`config.mk`:
```
export PLATFORM = sky130hd
export DESIGN_NAME = mirror_regfile
export DESIGN_NICKNAME = d
export VERILOG_FILES = /design/src/rtl/mirror_rf_pkg.sv /design/src/rtl/mirror_rf_ctrl.sv /design/src/rtl/mirror_rf_dp.sv /design/src/rtl/mirror_regfile.sv
export SDC_FILE = /design/constraint.sdc
export NUM_CORES = 2
export LEC_CHECK = 0
export BUFFER_PORTS_ARGS = -buffer_cell sky130_fd_sc_hd__buf_2
export CORE_UTILIZATION = 68
export CTS_CLUSTER_DIAMETER = 50
export DETAILED_ROUTE_END_ITERATION = 10
export PLACE_DENSITY_LB_ADDON = 0.3
export SYNTH_ARGS = -nofsm -noshare
export SYNTH_HDL_FRONTEND = slang
export SYNTH_SLANG_ARGS = --single-unit
```
`constraint.sdc`:
```
create_clock -name clk -period 10.6 [get_ports clk]
set_input_delay 1.06 -clock clk [delete_from_list [all_inputs] [get_ports clk]]
set_output_delay 1.06 -clock clk [all_outputs]
set_load 0.1 [all_outputs]
```
`src/rtl/mirror_rf_pkg.sv`:
```
package mirror_rf_pkg;
  localparam int SEL_W      = 2;
  localparam int SHADOW_CNT = 3;

  typedef logic [SEL_W-1:0] shSel_t;
  localparam shSel_t SEL_SKIP = 2'b11;

  // Strobes handed from the control to the datapath
  typedef struct packed {
    logic                  coreWe;
    logic [SHADOW_CNT-1:0] shadowWe;
  } wrStrobe_t;
endpackage

```
`src/rtl/mirror_rf_ctrl.sv`:
```
module mirror_rf_ctrl
  import mirror_rf_pkg::*;
#(
  parameter int ADDR_W = 5
) (
  input  logic              wrEn,
  input  logic [ADDR_W-1:0] wrAddr,
  input  shSel_t            wrShadowSel,
  output wrStrobe_t         strobe
);
  always_comb begin
    strobe.coreWe = wrEn && (wrAddr != '0);
    for (int k = 0; k < SHADOW_CNT; k++) begin
      strobe.shadowWe[k] = wrEn && (wrShadowSel == shSel_t'(k));
    end
  end
endmodule

```
`src/rtl/mirror_rf_dp.sv`:
```
module mirror_rf_dp
  import mirror_rf_pkg::*;
#(
  parameter int DATA_W   = 32,
  parameter int NUM_REGS = 32,
  parameter int ADDR_W   = 5,
  parameter int SH_PORTS = 2
) (
  input  logic                       clk,
  input  logic                       rst_n,
  input  wrStrobe_t                  strobe,
  input  logic [ADDR_W-1:0]          wrAddr,
  input  logic [DATA_W-1:0]          wrData,
  input  logic [ADDR_W-1:0]          rdAddrA,
  output logic [DATA_W-1:0]          rdDataA,
  input  logic [ADDR_W-1:0]          rdAddrB,
  output logic [DATA_W-1:0]          rdDataB,
  input  logic [SEL_W*SH_PORTS-1:0]  shRdSel,
  output logic [DATA_W*SH_PORTS-1:0] shRdData,
  output logic [SH_PORTS-1:0]        shRdInvalid
);
  logic [DATA_W-1:0] coreQ [NUM_REGS];
  logic [DATA_W-1:0] shQ   [SHADOW_CNT];

  // Core array: entry 0 is never written (coreWe excludes it)
  always_ff @(posedge clk) begin
    if (!rst_n) begin
      for (int i = 0; i < NUM_REGS; i++) coreQ[i] <= '0;
    end else if (strobe.coreWe) begin
      coreQ[wrAddr] <= wrData;
    end
  end

  always_comb begin
    rdDataA = (rdAddrA == '0) ? '0 : coreQ[rdAddrA];
    rdDataB = (rdAddrB == '0) ? '0 : coreQ[rdAddrB];
  end

  // Mirror bank
  for (genvar g = 0; g < SHADOW_CNT; g++) begin : gShadow
    always_ff @(posedge clk) begin
      if (!rst_n)                 shQ[g] <= '0;
      else if (strobe.shadowWe[g]) shQ[g] <= wrData;
    end
  end

  // Mirror read ports with same-cycle forwarding
  for (genvar p = 0; p < SH_PORTS; p++) begin : gShPort
    shSel_t            portSel;
    logic [DATA_W-1:0] portData;
    assign portSel = shRdSel[p*SEL_W +: SEL_W];

    always_comb begin
      portData = '0;
      for (int k = 0; k < SHADOW_CNT; k++) begin
        if (portSel == shSel_t'(k)) begin
          portData = strobe.shadowWe[k] ? wrData : shQ[k];
        end
      end
    end

    assign shRdData[p*DATA_W +: DATA_W] = portData;
    assign shRdInvalid[p]               = (portSel == SEL_SKIP);
  end
endmodule

```
`src/rtl/mirror_regfile.sv`:
```
module mirror_regfile
  import mirror_rf_pkg::*;
#(
  parameter int DATA_W   = 32,
  parameter int NUM_REGS = 32,
  parameter int SH_PORTS = 2,
  localparam int ADDR_W  = $clog2(NUM_REGS)
) (
  input  logic                       clk,
  input  logic                       rst_n,
  input  logic                       wrEn,
  input  logic [ADDR_W-1:0]          wrAddr,
  input  logic [DATA_W-1:0]          wrData,
  input  logic [1:0]                 wrShadowSel,
  input  logic [ADDR_W-1:0]          rdAddrA,
  output logic [DATA_W-1:0]          rdDataA,
  input  logic [ADDR_W-1:0]          rdAddrB,
  output logic [DATA_W-1:0]          rdDataB,
  input  logic [2*SH_PORTS-1:0]      shRdSel,
  output logic [DATA_W*SH_PORTS-1:0] shRdData,
  output logic [SH_PORTS-1:0]        shRdInvalid
);
  wrStrobe_t strobe;

  mirror_rf_ctrl #(.ADDR_W(ADDR_W)) uCtrl (
    .wrEn        (wrEn),
    .wrAddr      (wrAddr),
    .wrShadowSel (wrShadowSel),
    .strobe      (strobe)
  );

  mirror_rf_dp #(
    .DATA_W   (DATA_W),
    .NUM_REGS (NUM_REGS),
    .ADDR_W   (ADDR_W),
    .SH_PORTS (SH_PORTS)
  ) uDp (
    .clk         (clk),
    .rst_n       (rst_n),
    .strobe      (strobe),
    .wrAddr      (wrAddr),
    .wrData      (wrData),
    .rdAddrA     (rdAddrA),
    .rdDataA     (rdDataA),
    .rdAddrB     (rdAddrB),
    .rdDataB     (rdDataB),
    .shRdSel     (shRdSel),
    .shRdData    (shRdData),
    .shRdInvalid (shRdInvalid)
  );
endmodule

```
# Word level (Yosys, flattened, before mapping)
# Memory sizes are Yosys's and may differ from the RTL's.
# Index checks and enable logic that the tools add are counted.
# totals
ff_bits	0
ram_bits	1120
elab_cells	54
n_memories	2
# op_classes
n_eq_ne	8
n_mux	30
bitwise	3
reduce_logical	11
# mem_list
memory	depth	word_bits	rd	rd_clocked_by_memory_dff	write_ports	line	text
uDp.coreQ	32	32	2	0	32	mirror_rf_dp.sv:22	logic [DATA_W-1:0] coreQ [NUM_REGS];
uDp.shQ	3	32	3	0	3	mirror_rf_dp.sv:23	logic [DATA_W-1:0] shQ [SHADOW_CNT];
# op_table
operator	n
two-way mux 32 bit	15
OR reduction 32 bit	1
two-way mux 1 bit	14
equality test 2 bit (second input constant)	5
zero test 5 bit	2
equality test 2 x 1 -> 1 bit (second input constant)	3
zero test 2 bit	3
two-way mux 5 bit	1
nonzero test 5 bit	1
logical AND 1 bit	4
OR 1 bit	3

# Depth between registers and ports, before layout
# logic_depth
ltp_word	7
mapped_depth	7

# By module
# From an unflattened synthesis, not the netlist that was laid out.
# unflattened
cells_unflattened	4243
area_unflattened_um2	60927.2
# by_module_without_submodules
mod	instances	cells_each	area_each_um2
mirror_rf_dp	1	4237	60888.4
mirror_rf_ctrl	1	6	38.8

# Worst setup path after synthesis
# Ideal clock, no wire load.
# synth_path
path_type	input-to-output
start	input rdAddrA[0]
end	output rdDataA[24]
t_arrival_ns	4.496
required_time_ns	9.540
setup_slack_ns	5.044
cell_stages	7
path_buffers	3
cell_sequence	buf_2 -> buf_4 -> nor2_2 -> buf_2 -> a221oi_1 -> o21ai_1 -> a311oi_1
# synth_between
elab_chain_cells	2
# synth_lines
item	line	text
start, declared	mirror_regfile.sv:15	input logic [ADDR_W-1:0] rdAddrA,
memory (32 x 32 bit) or zero test 5 bit (tied branches)	--	
two-way mux 32 bit (*)	mirror_rf_dp.sv:35	rdDataA = (rdAddrA == '0) ? '0 : coreQ[rdAddrA];
end, declared	mirror_regfile.sv:16	output logic [DATA_W-1:0] rdDataA,
# Mark *: on every way between the ends. The rest lies on a longest branch, timed or not.

# Worst setup path in the final report
# layout_path
start	input rdAddrB[0]
end	output rdDataB[16]
# layout_between
elab_chain_cells	2
# layout_lines
item	line	text
start, declared	mirror_regfile.sv:17	input logic [ADDR_W-1:0] rdAddrB,
memory (32 x 32 bit) or zero test 5 bit (tied branches)	--	
two-way mux 32 bit (*)	mirror_rf_dp.sv:36	rdDataB = (rdAddrB == '0) ? '0 : coreQ[rdAddrB];
end, declared	mirror_regfile.sv:18	output logic [DATA_W-1:0] rdDataB,
# Marks and branches as above.

==> results.json <==
{
  "critPathRequiredTime_ns": 9.54,
  "remaining_drc_errors": 40,
  "vias_per_cell": 7.49,
  "outcome": "finished with violations",
  "async_reset_ff_share_pct": 0,
  "drive_above_1_share_pct": 26.4,
  "ios": 186,
  "cts_max_path_buffers": 3,
  "numCtsBuffers": 130,
  "antenna_left": 0,
  "grt_pass1_vias": 39600,
  "multiInputGateArea_um2": 25400,
  "slew-limit-headroom_pct": 9.14,
  "cp.arrival_ns": 5.42,
  "final.period_utilization_pct": 61.1,
  "synth_common_cells": "edfxtp_1 (1120), and2_1 (996), mux4_2 (448)",
  "leakage_nw": 23.2,
  "failed_checks": "design-rule violations",
  "yosysWarnings": 0,
  "die_area_um2": 90700,
  "period_minus_slack_ns": 6.48,
  "yosysTopAreaCell": "edfxtp_1",
  "num_vias": 40100,
  "portBuffers": 185,
  "yosysTopAreaCellShare_pct": 55.3,
  "dpl.hpwl_um": 109000,
  "synthCells": 4144,
  "cts-root-buf": "clkbuf_16",
  "cts-htree-levels": 4,
  "core_um2": 88500,
  "rows": 109,
  "synth-main-ff-cell": "edfxtp_1",
  "hp-class": "input port to flop",
  "wirelength_um": 182000,
  "hold_path_depth": 2,
  "rsz0062_at_grt": "false",
  "synth_area_leaders": "edfxtp_1 (55%), mux4_2 (17%), and2_1 (10%)",
  "grt-ovfl-total": 0,
  "cap_viol_max_count": 0,
  "end_kind": "primary output",
  "initial_utilization_pct": 68.8,
  "avgSynthCellArea_um2": 14.7,
  "setup.worst_path.start_class": "input port",
  "fin_util_pct": 75.0,
  "die_w_um": 301,
  "nNetsFinal": 4143,
  "finalSetupTns_ns": 0,
  "hold_viol": 0,
  "nFillCells": 5078,
  "ys_seq_area_share_pct": 55.3,
  "synth_most_common_cell": "edfxtp_1",
  "syn_area_um2": 60900,
  "ctsHoldBuffers": 0,
  "grt_util_all_layers_pct": 40.3,
  "setup_viol": 0,
  "min_to": "uDp.coreQ[15][31]$_SDFFCE_PN0P_",
  "stdcell_area_um2": 66400,
  "worstSetupPathType": "input port to primary output",
  "worst_pin_slew_ns": 1.36,
  "cts_setup_buffers": 0,
  "place.gp.congestion": 0.960,
  "synth_cell_types": 46,
  "ctsResizeCount": 0,
  "grt_max_degree": 100,
  "drtIter0Drc": 7193,
  "slew_violations": 0,
  "grt_pass1_wl_um": 262000,
  "cts_tree": "built",
  "clk_pin_slew_ns": 0.06,
  "p_per_area_nw_per_um2": 174,
  "fin_total_pwr_mw": 11.6,
  "seqCellArea_um2": 33600,
  "die_y_um": 301,
  "place_area_um2": 62100,
  "antenna_found_initial": 7,
  "crit_fanout": 37,
  "holdCritStartpoint": "wrData[31]",
  "wire_per_inst_um": 34.0,
  "dr.pass1.iters": 11,
  "synth-edff-count": 1120,
  "area_growth_syn_to_layout_pct": 9.09,
  "clock_sinks": 1120,
  "clock.fmax_mhz": 154,
  "worstSetupStartpoint": "rdAddrB[0]",
  "synth-seq-cells": 1120,
  "irDropWorstVdd_uv": 180
}
==> critical path: stages <==
cell and delay, ns:
buf_4 0.45, clkinv_2 0.93, buf_4 0.63, nor2_2 0.58, a22oi_1 0.16, a311oi_1 0.99
buf_2 0.59
==> power breakdown <==
group | internal, mW | leakage, nW | total [mW] | switching (mW)
clock | 2.65 | 2.06 | 4.49 | 1.84
combinational | 0.540 | 10.5 | 1.81 | 1.27
sequential | 5.13 | 10.7 | 5.26 | 0.130
==> flip-flops by register name, indices dropped and copies added (netlist names) <==
name	count
uDp.coreQ	1024
uDp.shQ	96
==> how the worst max path moves through the flow <==
stage	end	slack, ns	depth (start not counted)
detailed placement	rdDataB[16]	4.36	7
global placement	rdDataB[16]	4.44	7
floorplan	rdDataA[24]	5.04	7
global route	rdDataB[4]	4.08	7
CTS	rdDataB[16]	4.34	7
finish	rdDataB[16]	4.12	7
==> final cells by class <==
| type | count | share of cell area (%) |
|---|---|---|
| Sequential cell | 1120 | 50.7 |
| Multi-Input combinational cell | 2564 | 38.3 |
| Clock buffer | 158 | 5.19 |
| Timing Repair Buffer | 268 | 2.40 |
| Tap cell | 1165 | 2.20 |
| Clock inverter | 75 | 1.19 |
| Inverter | 3 | 0.0188 |
| Antenna cell | 4 | 0.0151 |
==> kinds of logic after synthesis <==
logic type | after synthesis | synth area share, %
flops | 1120 | 55.3
buf+inv | 491 | 4.04
other cells | 1 | 0.00616
simple gates | 1278 | 12.9
mux | 800 | 22.6
compound gates | 454 | 5.19
==> stage by stage <==
| step | setup WS, ns | hold slack, ns | instances |
|---|---|---|---|
| floorplan | 5.04 | 1.43 | 4175 |
| global placement | 4.44 | 1.76 | 5120 |
| detailed placement | 4.36 | 1.77 | 5120 |
| CTS | 4.34 | 0.994 | 5353 |
| global route | 4.08 | 1.03 | 5355 |
| finish | 4.12 | 1.03 | 5357 |
==> layout by cell type (no fill, tap or decap), types with 65 or more instances in the layout <==
master and count:
and2_1 995, and3_1 96, buf_2 178, buf_4 86, clkbuf_16 134, edfxtp_1 1120, mux2_2 126, mux2i_1 224
mux4_2 448, nor2b_1 65, o21ai_1 98
==> routing by layer <==
metal	part of all wire [%]	wire length, um	vias up	track usage, %
li1	-	-	15900	-
met5	0.012	22	-	0.106
met4	7.0	12800	4	24.5
met3	13	24400	710	9.70
met1	33	60800	20000	53.2
met2	46	84100	3594	61.2
Power figures use the tool's default switching activity.
